<file path="src/rtl/spi_boot_pkg.sv">
package spi_boot_pkg;

  typedef enum logic [2:0] {
    ST_IDLE,
    ST_SETUP,
    ST_CMD,
    ST_ADDR,
    ST_READ,
    ST_VEC_HI,
    ST_VEC_LO,
    ST_FIN
  } boot_state_e;

  localparam logic [7:0] OPC_READ = 8'h03;

endpackage

</file>
<file path="src/rtl/spi_byte_shifter.sv">
module spi_byte_shifter #(
  parameter int CLK_DIV = 2
) (
  input  logic       clk_i,
  input  logic       rst_ni,
  input  logic       start_i,
  input  logic [7:0] tx_i,
  input  logic       miso_i,
  output logic       sck_o,
  output logic       mosi_o,
  output logic [7:0] rx_o,
  output logic       done_o
);

  localparam int DIV_W = (CLK_DIV > 1) ? $clog2(CLK_DIV) : 1;
  localparam logic [DIV_W-1:0] DIV_LAST = DIV_W'(CLK_DIV - 1);

  logic             busy_q;
  logic             sck_q;
  logic [2:0]       bit_q;
  logic [DIV_W-1:0] div_q;
  logic [7:0]       tx_q;
  logic [7:0]       rx_q;
  logic             done_q;

  always_ff @(posedge clk_i or negedge rst_ni) begin
    if (!rst_ni) begin
      busy_q <= 1'b0;
      sck_q  <= 1'b0;
      bit_q  <= '0;
      div_q  <= '0;
      tx_q   <= '0;
      rx_q   <= '0;
      done_q <= 1'b0;
    end else begin
      done_q <= 1'b0;
      if (!busy_q) begin
        if (start_i) begin
          busy_q <= 1'b1;
          tx_q   <= tx_i;
          bit_q  <= '0;
          div_q  <= '0;
          sck_q  <= 1'b0;
        end
      end else if (div_q == DIV_LAST) begin
        div_q <= '0;
        if (!sck_q) begin
          sck_q <= 1'b1;
          rx_q  <= {rx_q[6:0], miso_i};   // sample on rising edge
        end else begin
          sck_q <= 1'b0;
          tx_q  <= {tx_q[6:0], 1'b0};
          if (bit_q == 3'd7) begin
            busy_q <= 1'b0;
            done_q <= 1'b1;
          end else begin
            bit_q <= bit_q + 3'd1;
          end
        end
      end else begin
        div_q <= div_q + DIV_W'(1);
      end
    end
  end

  assign sck_o  = sck_q;
  assign mosi_o = tx_q[7];
  assign rx_o   = rx_q;
  assign done_o = done_q;

  AST_SCK_IDLE_LOW: assert property (@(posedge clk_i) disable iff (!rst_ni)
    !busy_q |-> !sck_q);
  AST_MOSI_HOLD_HIGH: assert property (@(posedge clk_i) disable iff (!rst_ni)
    (sck_q && $past(sck_q)) |-> $stable(mosi_o));

endmodule

</file>
<file path="src/rtl/boot_seq_fsm.sv">
module boot_seq_fsm
  import spi_boot_pkg::*;
#(
  parameter int ADDR_BYTES = 3,
  parameter int PAGES      = 128,
  parameter int PAGE_BYTES = 256,
  parameter int MEM_AW     = 16,
  parameter int DEST_BASE  = 'h8000,
  parameter int START_ADDR = 'h8000
) (
  input  logic              clk_i,
  input  logic              rst_ni,
  input  logic              start_i,
  input  logic              sh_done_i,
  input  logic [7:0]        sh_rx_i,
  output logic              sh_start_o,
  output logic [7:0]        sh_tx_o,
  output logic              cs_no,
  output logic [MEM_AW-1:0] mem_addr_o,
  output logic [7:0]        mem_data_o,
  output logic              mem_we_o,
  output logic              done_o,
  output logic [$clog2(PAGES+1)-1:0] pages_left_o
);

  localparam int PG_W = $clog2(PAGES + 1);
  localparam int PB_W = $clog2(PAGE_BYTES);
  localparam logic [MEM_AW-1:0] VEC_HI_ADDR = MEM_AW'(1);
  localparam logic [MEM_AW-1:0] VEC_LO_ADDR = MEM_AW'(2);
  localparam logic [15:0]       START_W     = 16'(START_ADDR);

  boot_state_e       st_q;
  logic              cs_n_q;
  logic              sh_start_q;
  logic [7:0]        sh_tx_q;
  logic [1:0]        addr_cnt_q;
  logic [MEM_AW-1:0] ptr_q;
  logic [PB_W-1:0]   byte_q;
  logic [PG_W-1:0]   pages_q;
  logic              we_q;
  logic [MEM_AW-1:0] waddr_q;
  logic [7:0]        wdata_q;
  logic              done_q;

  always_ff @(posedge clk_i or negedge rst_ni) begin
    if (!rst_ni) begin
      st_q       <= ST_IDLE;
      cs_n_q     <= 1'b1;
      sh_start_q <= 1'b0;
      sh_tx_q    <= '0;
      addr_cnt_q <= '0;
      ptr_q      <= MEM_AW'(DEST_BASE);
      byte_q     <= '0;
      pages_q    <= '0;
      we_q       <= 1'b0;
      waddr_q    <= '0;
      wdata_q    <= '0;
      done_q     <= 1'b0;
    end else begin
      sh_start_q <= 1'b0;
      we_q       <= 1'b0;
      done_q     <= 1'b0;
      unique case (st_q)
        ST_IDLE: if (start_i) begin
          st_q    <= ST_SETUP;
          cs_n_q  <= 1'b1;
          pages_q <= PG_W'(PAGES);
          ptr_q   <= MEM_AW'(DEST_BASE);
          byte_q  <= '0;
        end
        ST_SETUP: begin
          cs_n_q     <= 1'b0;
          sh_start_q <= 1'b1;
          sh_tx_q    <= OPC_READ;
          st_q       <= ST_CMD;
        end
        ST_CMD: if (sh_done_i) begin
          sh_start_q <= 1'b1;
          sh_tx_q    <= 8'h00;
          addr_cnt_q <= 2'd1;
          st_q       <= ST_ADDR;
        end
        ST_ADDR: if (sh_done_i) begin
          sh_start_q <= 1'b1;
          sh_tx_q    <= 8'h00;
          if (addr_cnt_q == 2'(ADDR_BYTES)) st_q <= ST_READ;
          else addr_cnt_q <= addr_cnt_q + 2'd1;
        end
        ST_READ: if (sh_done_i) begin
          we_q    <= 1'b1;
          waddr_q <= ptr_q;
          wdata_q <= sh_rx_i;
          ptr_q   <= ptr_q + MEM_AW'(1);
          byte_q  <= byte_q + PB_W'(1);
          if (byte_q == PB_W'(PAGE_BYTES - 1)) begin
            byte_q  <= '0;
            pages_q <= pages_q - PG_W'(1);
            if (pages_q == PG_W'(1)) begin
              cs_n_q <= 1'b1;
              st_q   <= ST_VEC_HI;
            end else begin
              sh_start_q <= 1'b1;
            end
          end else begin
            sh_start_q <= 1'b1;
          end
        end
        ST_VEC_HI: begin
          we_q    <= 1'b1;
          waddr_q <= VEC_HI_ADDR;
          wdata_q <= START_W[15:8];
          st_q    <= ST_VEC_LO;
        end
        ST_VEC_LO: begin
          we_q    <= 1'b1;
          waddr_q <= VEC_LO_ADDR;
          wdata_q <= START_W[7:0];
          st_q    <= ST_FIN;
        end
        ST_FIN: begin
          done_q <= 1'b1;
          st_q   <= ST_IDLE;
        end
        default: st_q <= ST_IDLE;
      endcase
    end
  end

  assign sh_start_o   = sh_start_q;
  assign sh_tx_o      = sh_tx_q;
  assign cs_no        = cs_n_q;
  assign mem_addr_o   = waddr_q;
  assign mem_data_o   = wdata_q;
  assign mem_we_o     = we_q;
  assign done_o       = done_q;
  assign pages_left_o = pages_q;

  AST_DONE_ONE_CYCLE: assert property (@(posedge clk_i) disable iff (!rst_ni)
    done_q |=> !done_q);
  AST_VEC_AFTER_CS_OFF: assert property (@(posedge clk_i) disable iff (!rst_ni)
    (we_q && (waddr_q == VEC_HI_ADDR || waddr_q == VEC_LO_ADDR)) |-> cs_n_q);
  AST_PAGE_STEP: assert property (@(posedge clk_i) disable iff (!rst_ni)
    ($past(st_q) != ST_IDLE && pages_q != $past(pages_q)) |-> (pages_q == $past(pages_q) - PG_W'(1)));
  AST_START_IGNORED: assert property (@(posedge clk_i) disable iff (!rst_ni)
    (start_i && st_q == ST_READ) |=> (st_q != ST_SETUP));

endmodule

</file>
<file path="src/rtl/spi_boot_loader.sv">
module spi_boot_loader #(
  parameter int ADDR_BYTES = 3,
  parameter int PAGES      = 128,
  parameter int CLK_DIV    = 2,
  parameter int MEM_AW     = 16,
  parameter int LED_W      = 8,
  parameter int DEST_BASE  = 'h8000,
  parameter int START_ADDR = 'h8000
) (
  input  logic              clk_i,
  input  logic              rst_ni,
  input  logic              start_i,
  output logic              done_o,
  output logic              spi_sck_o,
  output logic              spi_cs_no,
  output logic              spi_mosi_o,
  input  logic              spi_miso_i,
  output logic [MEM_AW-1:0] mem_addr_o,
  output logic [7:0]        mem_data_o,
  output logic              mem_we_o,
  output logic [LED_W-1:0]  led_o
);

  localparam int PAGE_BYTES = 256;
  localparam int PG_W       = $clog2(PAGES + 1);

  logic            sh_start;
  logic [7:0]      sh_tx;
  logic [7:0]      sh_rx;
  logic            sh_done;
  logic [PG_W-1:0] pages_left;

  spi_byte_shifter #(.CLK_DIV(CLK_DIV)) i_shifter (
    .clk_i  (clk_i),
    .rst_ni (rst_ni),
    .start_i(sh_start),
    .tx_i   (sh_tx),
    .miso_i (spi_miso_i),
    .sck_o  (spi_sck_o),
    .mosi_o (spi_mosi_o),
    .rx_o   (sh_rx),
    .done_o (sh_done)
  );

  boot_seq_fsm #(
    .ADDR_BYTES(ADDR_BYTES),
    .PAGES     (PAGES),
    .PAGE_BYTES(PAGE_BYTES),
    .MEM_AW    (MEM_AW),
    .DEST_BASE (DEST_BASE),
    .START_ADDR(START_ADDR)
  ) i_seq (
    .clk_i       (clk_i),
    .rst_ni      (rst_ni),
    .start_i     (start_i),
    .sh_done_i   (sh_done),
    .sh_rx_i     (sh_rx),
    .sh_start_o  (sh_start),
    .sh_tx_o     (sh_tx),
    .cs_no       (spi_cs_no),
    .mem_addr_o  (mem_addr_o),
    .mem_data_o  (mem_data_o),
    .mem_we_o    (mem_we_o),
    .done_o      (done_o),
    .pages_left_o(pages_left)
  );

  assign led_o = LED_W'(pages_left);

  AST_SCK_IN_FRAME: assert property (@(posedge clk_i) disable iff (!rst_ni)
    spi_sck_o |-> !spi_cs_no);
  AST_DATA_WE_SINGLE: assert property (@(posedge clk_i) disable iff (!rst_ni)
    (mem_we_o && !spi_cs_no) |=> !mem_we_o);

endmodule

</file>
<file path="config.mk">
export PLATFORM = sky130hd
export DESIGN_NAME = spi_boot_loader
export DESIGN_NICKNAME = d
export VERILOG_FILES = /design/src/rtl/spi_boot_pkg.sv /design/src/rtl/spi_byte_shifter.sv /design/src/rtl/boot_seq_fsm.sv /design/src/rtl/spi_boot_loader.sv
export SDC_FILE = /design/constraint.sdc
export NUM_CORES = 1
export LEC_CHECK = 0
export ABC_AREA = 1
export ABC_CLOCK_PERIOD_IN_PS = 2200
export BUFFER_PORTS_ARGS = -buffer_cell sky130_fd_sc_hd__buf_2
export CAP_MARGIN = 0
export CORE_MARGIN = 3
export CORE_UTILIZATION = 45
export CTS_CLUSTER_DIAMETER = 100
export DETAILED_ROUTE_END_ITERATION = 16
export PLACE_DENSITY = 0.61
export SLEW_MARGIN = 20
export SYNTH_ARGS = -nofsm -noshare
export SYNTH_HDL_FRONTEND = slang
export SYNTH_SLANG_ARGS = --single-unit
</file>
<file path="constraint.sdc">
create_clock -name clk_i -period 2.2 [get_ports clk_i]
set_clock_uncertainty 0.2 [all_clocks]
set_input_delay 0.66 -clock clk_i [delete_from_list [all_inputs] [get_ports clk_i]]
set_output_delay 0.66 -clock clk_i [all_outputs]
set_load 0.1 [all_outputs]
</file>
Yosys cells after proc, flatten, opt, wreduce, memory -nomap -nowiden
Cells that the tools add are included.
{"block": "totals", "ff_bits": 96, "output_inout_bits": 37}
{"block": "classes", "add_sub_neg": 6, "n_eq_ne": 23, "n_mux": 65, "bitwise_logic": 1, "reduce_logical": 20}
{"op": "8-bit 2-to-1 mux", "n": 12}
{"op": "16-bit 2-to-1 mux", "n": 3}
{"op": "16-bit one-hot mux with 3 select lines", "n": 1}
{"op": "8-bit one-hot mux with 2 select lines", "n": 3}
{"op": "3-bit 2-to-1 mux", "n": 12}
{"op": "16-bit one-hot mux with 2 select lines", "n": 1}
{"op": "1-bit 2-to-1 mux", "n": 24}
{"op": "3-bit one-hot mux with 8 select lines", "n": 1}
{"op": "8-bit one-hot mux with 3 select lines", "n": 1}
{"op": "16-bit by 1-bit adder with 16-bit output, second input constant", "n": 1}
{"op": "2-bit inequality test, second input constant", "n": 8}
{"op": "3-bit == test, second input constant", "n": 5}
{"op": "4-bit AND reduction", "n": 3}
{"op": "3-bit AND reduction", "n": 3}
{"op": "8-bit by 1-bit adder with 8-bit output, second input constant", "n": 1}
{"op": "8-bit by 1-bit == test with 1-bit output, second input constant", "n": 1}
{"op": "8-bit == test, second input constant", "n": 1}
{"op": "2-bit by 1-bit inequality test with 1-bit output, second input constant", "n": 4}
{"op": "2-bit nonzero test", "n": 4}
{"op": "8-bit by 1-bit subtractor with 8-bit output, second input constant", "n": 1}
{"op": "7-bit AND reduction", "n": 1}
{"op": "3-bit by 2-bit == test with 1-bit output, second input constant", "n": 2}
{"op": "2-bit 2-to-1 mux", "n": 3}
{"op": "1-bit one-hot mux with 3 select lines", "n": 2}
{"op": "13 further kinds", "n": 17}

Logic depth before layout (Yosys ltp)
{"block": "logic_depth", "word_depth": 5, "mapped_depth": 9, "ltp_nobuf": 9}

By module
Synthesis repeated with hierarchy kept, for this count alone.
{"block": "unflattened", "cells_unflattened": 549, "hier_area_um2": 4501.8}
{"mod": "boot_seq_fsm", "n_inst": 1, "cells_each": 423, "area_each_um2": 3423.3, "seq_area_each_um2": 1654.1}
{"mod": "spi_byte_shifter", "n_inst": 1, "cells_each": 126, "area_each_um2": 1078.5, "seq_area_each_um2": 575.6}

Worst setup path after synthesis
OpenSTA, ideal clock, no wires.
{"block": "synth_path", "path_kind": "reg2reg", "startpoint": "register i_shifter.sck_q, in the netlist i_shifter.sck_o", "endpoint": "register i_shifter.bit_q[1]", "setup_time_ns": 0.137, "arrival_time_ns": 1.902, "required_time_ns": 1.863, "path_slack_ns": -0.039, "path_stages_with_launch": 6, "path_buffers": 0, "synth_period_minus_slack_ns": 2.239, "cell_sequence": "dfrtp_1 nand2_1 a21oi_1 o21ai_0 nand2_1 o21ai_0"}
{"block": "synth_via", "elab_chain_len": 2}
{"item": "from (decl)", "line_no": "spi_byte_shifter.sv:19", "rtl": "logic sck_q;"}
{"item": "from (signal assigned)", "line_no": "spi_byte_shifter.sv:29", "rtl": "sck_q <= 1'b0;"}
{"item": "from (signal assigned)", "line_no": "spi_byte_shifter.sv:43", "rtl": "sck_q <= 1'b0;"}
{"item": "from (signal assigned)", "line_no": "spi_byte_shifter.sv:48", "rtl": "sck_q <= 1'b1;"}
{"item": "2-bit inequality test (no source line)"}
{"item": "4-bit AND reduction (no source line)"}
{"item": "to (signal assigned)", "line_no": "spi_byte_shifter.sv:57", "rtl": "bit_q <= bit_q + 3'd1;"}
{"item": "to (decl)", "line_no": "spi_byte_shifter.sv:20", "rtl": "logic [2:0] bit_q;"}
No other way between the ends.
A chain may end at the register's enable or synchronous reset.

Worst setup path in the final report
{"block": "layout_path", "startpoint": "register i_seq.pages_q[6], in the netlist i_seq.pages_left_o[6]", "endpoint": "output port led_o[6]"}
{"item": "from (decl)", "line_no": "boot_seq_fsm.sv:39", "rtl": "logic [PG_W-1:0] pages_q;"}
{"item": "from (signal assigned)", "line_no": "boot_seq_fsm.sv:67", "rtl": "pages_q <= PG_W'(PAGES);"}
{"item": "from (signal assigned)", "line_no": "boot_seq_fsm.sv:97", "rtl": "pages_q <= pages_q - PG_W'(1);"}
{"item": "to (decl)", "line_no": "spi_boot_loader.sv:21", "rtl": "output logic [LED_W-1:0] led_o"}
No word-level cell between the ends.

==> impl_metrics.tcl <==
set metrics [dict create \
    relSlewSlack_pct 66.9 \
    die_w_um 104 \
    drive_gt1_share_pct 14.9 \
    tns_ns 0 \
    worstPathRequired_ns 1.34 \
    critPathArrivalTime_ns 1.26 \
    internal-power_w 0.00337 \
    die_h_um 104 \
    drt_first_pass_iters 4 \
    vias_per_cell 4.98 \
    grt_max_degree 49 \
    syn-num-nets 528 \
    grt_setup_unrepaired "no" \
    stdcell_count 695 \
    maxCapViolCount 0 \
    r2r_slack_ns 0.26 \
    ys_seq_elements 89 \
    n_antenna_cell 0 \
    p_sw_share_pct 52.5 \
    synth_compound_area_share_pct 11.1 \
    core_area_sq_um 8980 \
    ys_types 35 \
    dieArea_sq_um 10700 \
    synth_top_cell_area_share_pct 50.8 \
    use_met1_pct 24.2 \
    critical_path_class "reg2out" \
    hold_path.class "in2async" \
    clk_path_buf_depth 2 \
    tritoncts "built" \
    switchingPower_w 0.00372 \
    grt_overflow 0 \
    numCtsBuffers 9 \
    ir_drop_mv 1.12 \
    timing.critical_path.max_delay_family "buffers and inverters" \
    port_buffers 40 \
    setup_viol 0 \
    drt-total-wl_um 8990 \
    cp.buffers_inverters 1 \
    yosys.area_share.simple_pct 25.0 \
    synth_top_area_cell "dfrtp_1" \
    routabilityCongestion 0.808 \
    synth_edf_count 0 \
    synth_area_leaders "dfrtp_1 51%, nand2_1 8.2%, nand3_1 6.9%" \
    holdWs_ns 0.0289 \
    met2_usage_pct 28.1 \
    powerDensity_nw_per_um2 1460 \
    drc 0 \
    synth_commonest_cells "94 x nand2_1, 87 x dfrtp_1, 70 x inv_1" \
    cp-start-kind "register" \
    slew_violations 0 \
    nFillCells 850 \
    synth_top_family_by_area "simple AND/OR/NAND/NOR gates" \
    synth_area_per_cell_sq_um 8.28 \
    crit_start "i_seq.pages_left_o[6]" \
    synth_adder_area_share_pct 2.04 \
    cp-end-kind "output port" \
    path_cells "buf_2" \
    syn_inst 517 \
    status "completed" \
    r2r_start "i_seq.st_q[0]" \
    leakage_nw 2.36 \
    io_pins 41 \
    areaGrowthSynthToFinish_pct 13.6 \
    clk_pin_slew_ns 0.10 \
    power_frac_seq_pct 34.4 \
    synth-async-reset-ratio_pct 100 \
    postCtsHoldBufs 0 \
    clkLatencyLatePin_ns 0.36 \
    dp_hpwl_um 6430 \
    finalPower_w 0.00709 \
    cp_max_fo 6 \
    drt_iter0_drc 201 \
    synth-warning-count 0 \
    synth_mux_area_share_pct 0.526 \
    grt_usage_pct 17.5 \
    vias 3462 \
    syn_area_sq_um 4280 \
    grt_pass1_vias 3431 \
    grt-busiest-layer "met2" \
    cpMaxStageDelayCell "buf_2" \
    clkSinkCount 89 \
    wl_per_cell_um 12.9 \
    pwr-share-comb_pct 50.7 \
    synth.most_common_cell "nand2_1" \
    nNetsFinal 575 \
    ant_nets 0 \
    ys_dominant_reg_cell "dfrtp_1" \
    synthXorXnorAreaFrac_pct 0.613 \
    ys_seq_area_share_pct 52.1 \
    row_count 34 \
    post-route-period-util_pct 96.3 \
    initial_core_util_pct 47.7 \
    htreeDepth 3 \
    worst_slew_pin_slew_ns 0.491 \
    antenna_found_initial 0 \
    grt_pass1_wl_um 15900 \
    hold_violations 0 \
    use_met3_pct 3.79 \
    fmax_mhz 472 \
    critPathMaxStageDelay_ns 0.46 \
    layout_min_cycle_time_ns 2.12 \
    placed_area_sq_um 4680 \
    finalInstanceArea_sq_um 4870 \
    p_clk_share_pct 14.9 \
    place_inst 679 \
    root_buffer "clkbuf_8" \
]
-- layer usage --
layer	wire [um]	share of wire, %
met5	0	0
met4	88	0.98
met3	370	4.1
met2	4070	45
met1	4450	50
-- layout make-up --
class                           instances  area [sq um]  area share, %
Inverter                               72           270           5.55
Tap cell                              126           158           3.24
Timing Repair Buffer                   52           333           6.84
Clock buffer                            9           124           2.54
Clock inverter                          7          58.8           1.21
Multi-Input combinational cell        340          1690           34.8
Sequential cell                        89          2230           45.8
-- layout by cell type, fill, tap and decap left out, drive strengths merged, types with 2 or more instances in the layout --
master	n
a21oi	16
a31oi	2
buf	51
clkbuf	10
dfrtp	87
dfstp	2
ha	7
inv	77
mux2	2
nand2	97
nand3	60
nand4	10
nor2	59
nor3	10
nor3b	2
o21ai	57
o21bai	2
o31ai	7
or2	2
xnor2	2
-- through the flow --
step                      utilization [%]  setup slack [ns]
after detailed placement             52.2             0.323
after global routing                 54.2            0.0293
after CTS                            54.2           0.00727
after floorplan                         -            0.0577
after global placement               52.2             0.359
final                                54.2            0.0821
-- path summary, 6_finish.rpt --
kind,endpoint,cells after the start
max in group asynchronous,i_seq.ptr_q[15],2
min in group clk_i,i_seq.cs_no,2
hold reg to reg,i_seq.cs_no,2
hold / removal,i_seq.mem_data_o[6],1
setup / recovery,led_o[6],1
setup reg to reg,i_seq.st_q[0],9
-- kinds of logic after synthesis --
family,after synthesis
multiplexers,2
AND/OR/NAND/NOR,241
adder cells (fa/ha/maj),7
buffers and inverters,88
flip-flops,89
AO/OA/AOI/OAI,87
XOR/XNOR,3
-- registers in the layout, summed over array words and instances, names as in the netlist --
name and count:
i_shifter.done_o 1, i_shifter.sck_o 1, i_seq.addr_cnt_q 2, i_shifter.busy_q 1, i_seq.mem_data_o 8, i_seq.sh_tx_o 1, i_shifter.rx_o 8, i_seq.byte_q 8
i_shifter.tx_q 8, i_seq.ptr_q 16, i_seq.mem_addr_o 16, i_shifter.bit_q 3, i_shifter.div_q 1, i_seq.cs_no 1, i_seq.mem_we_o 1, i_seq.done_o 1
i_seq.sh_start_o 1, i_seq.pages_left_o 8, i_seq.st_q 3
-- power by group through the flow --
stage               Combinational, W  Clock [W]  Sequential [W]
finish                       0.00359    0.00106         0.00244
global route                 0.00392    0.00117         0.00250
CTS                          0.00360    0.00111         0.00244
detailed placement           0.00360          0         0.00247
global placement             0.00355          0         0.00245
floorplan                    0.00155          0         0.00377
-- timing repair --
item | in CTS | in global routing
gates resized for setup | 0 | 1
setup endpoints to repair | 0 | 1
buffers inserted | 0 | 0
No activity file was read; power rests on OpenSTA's default activity.
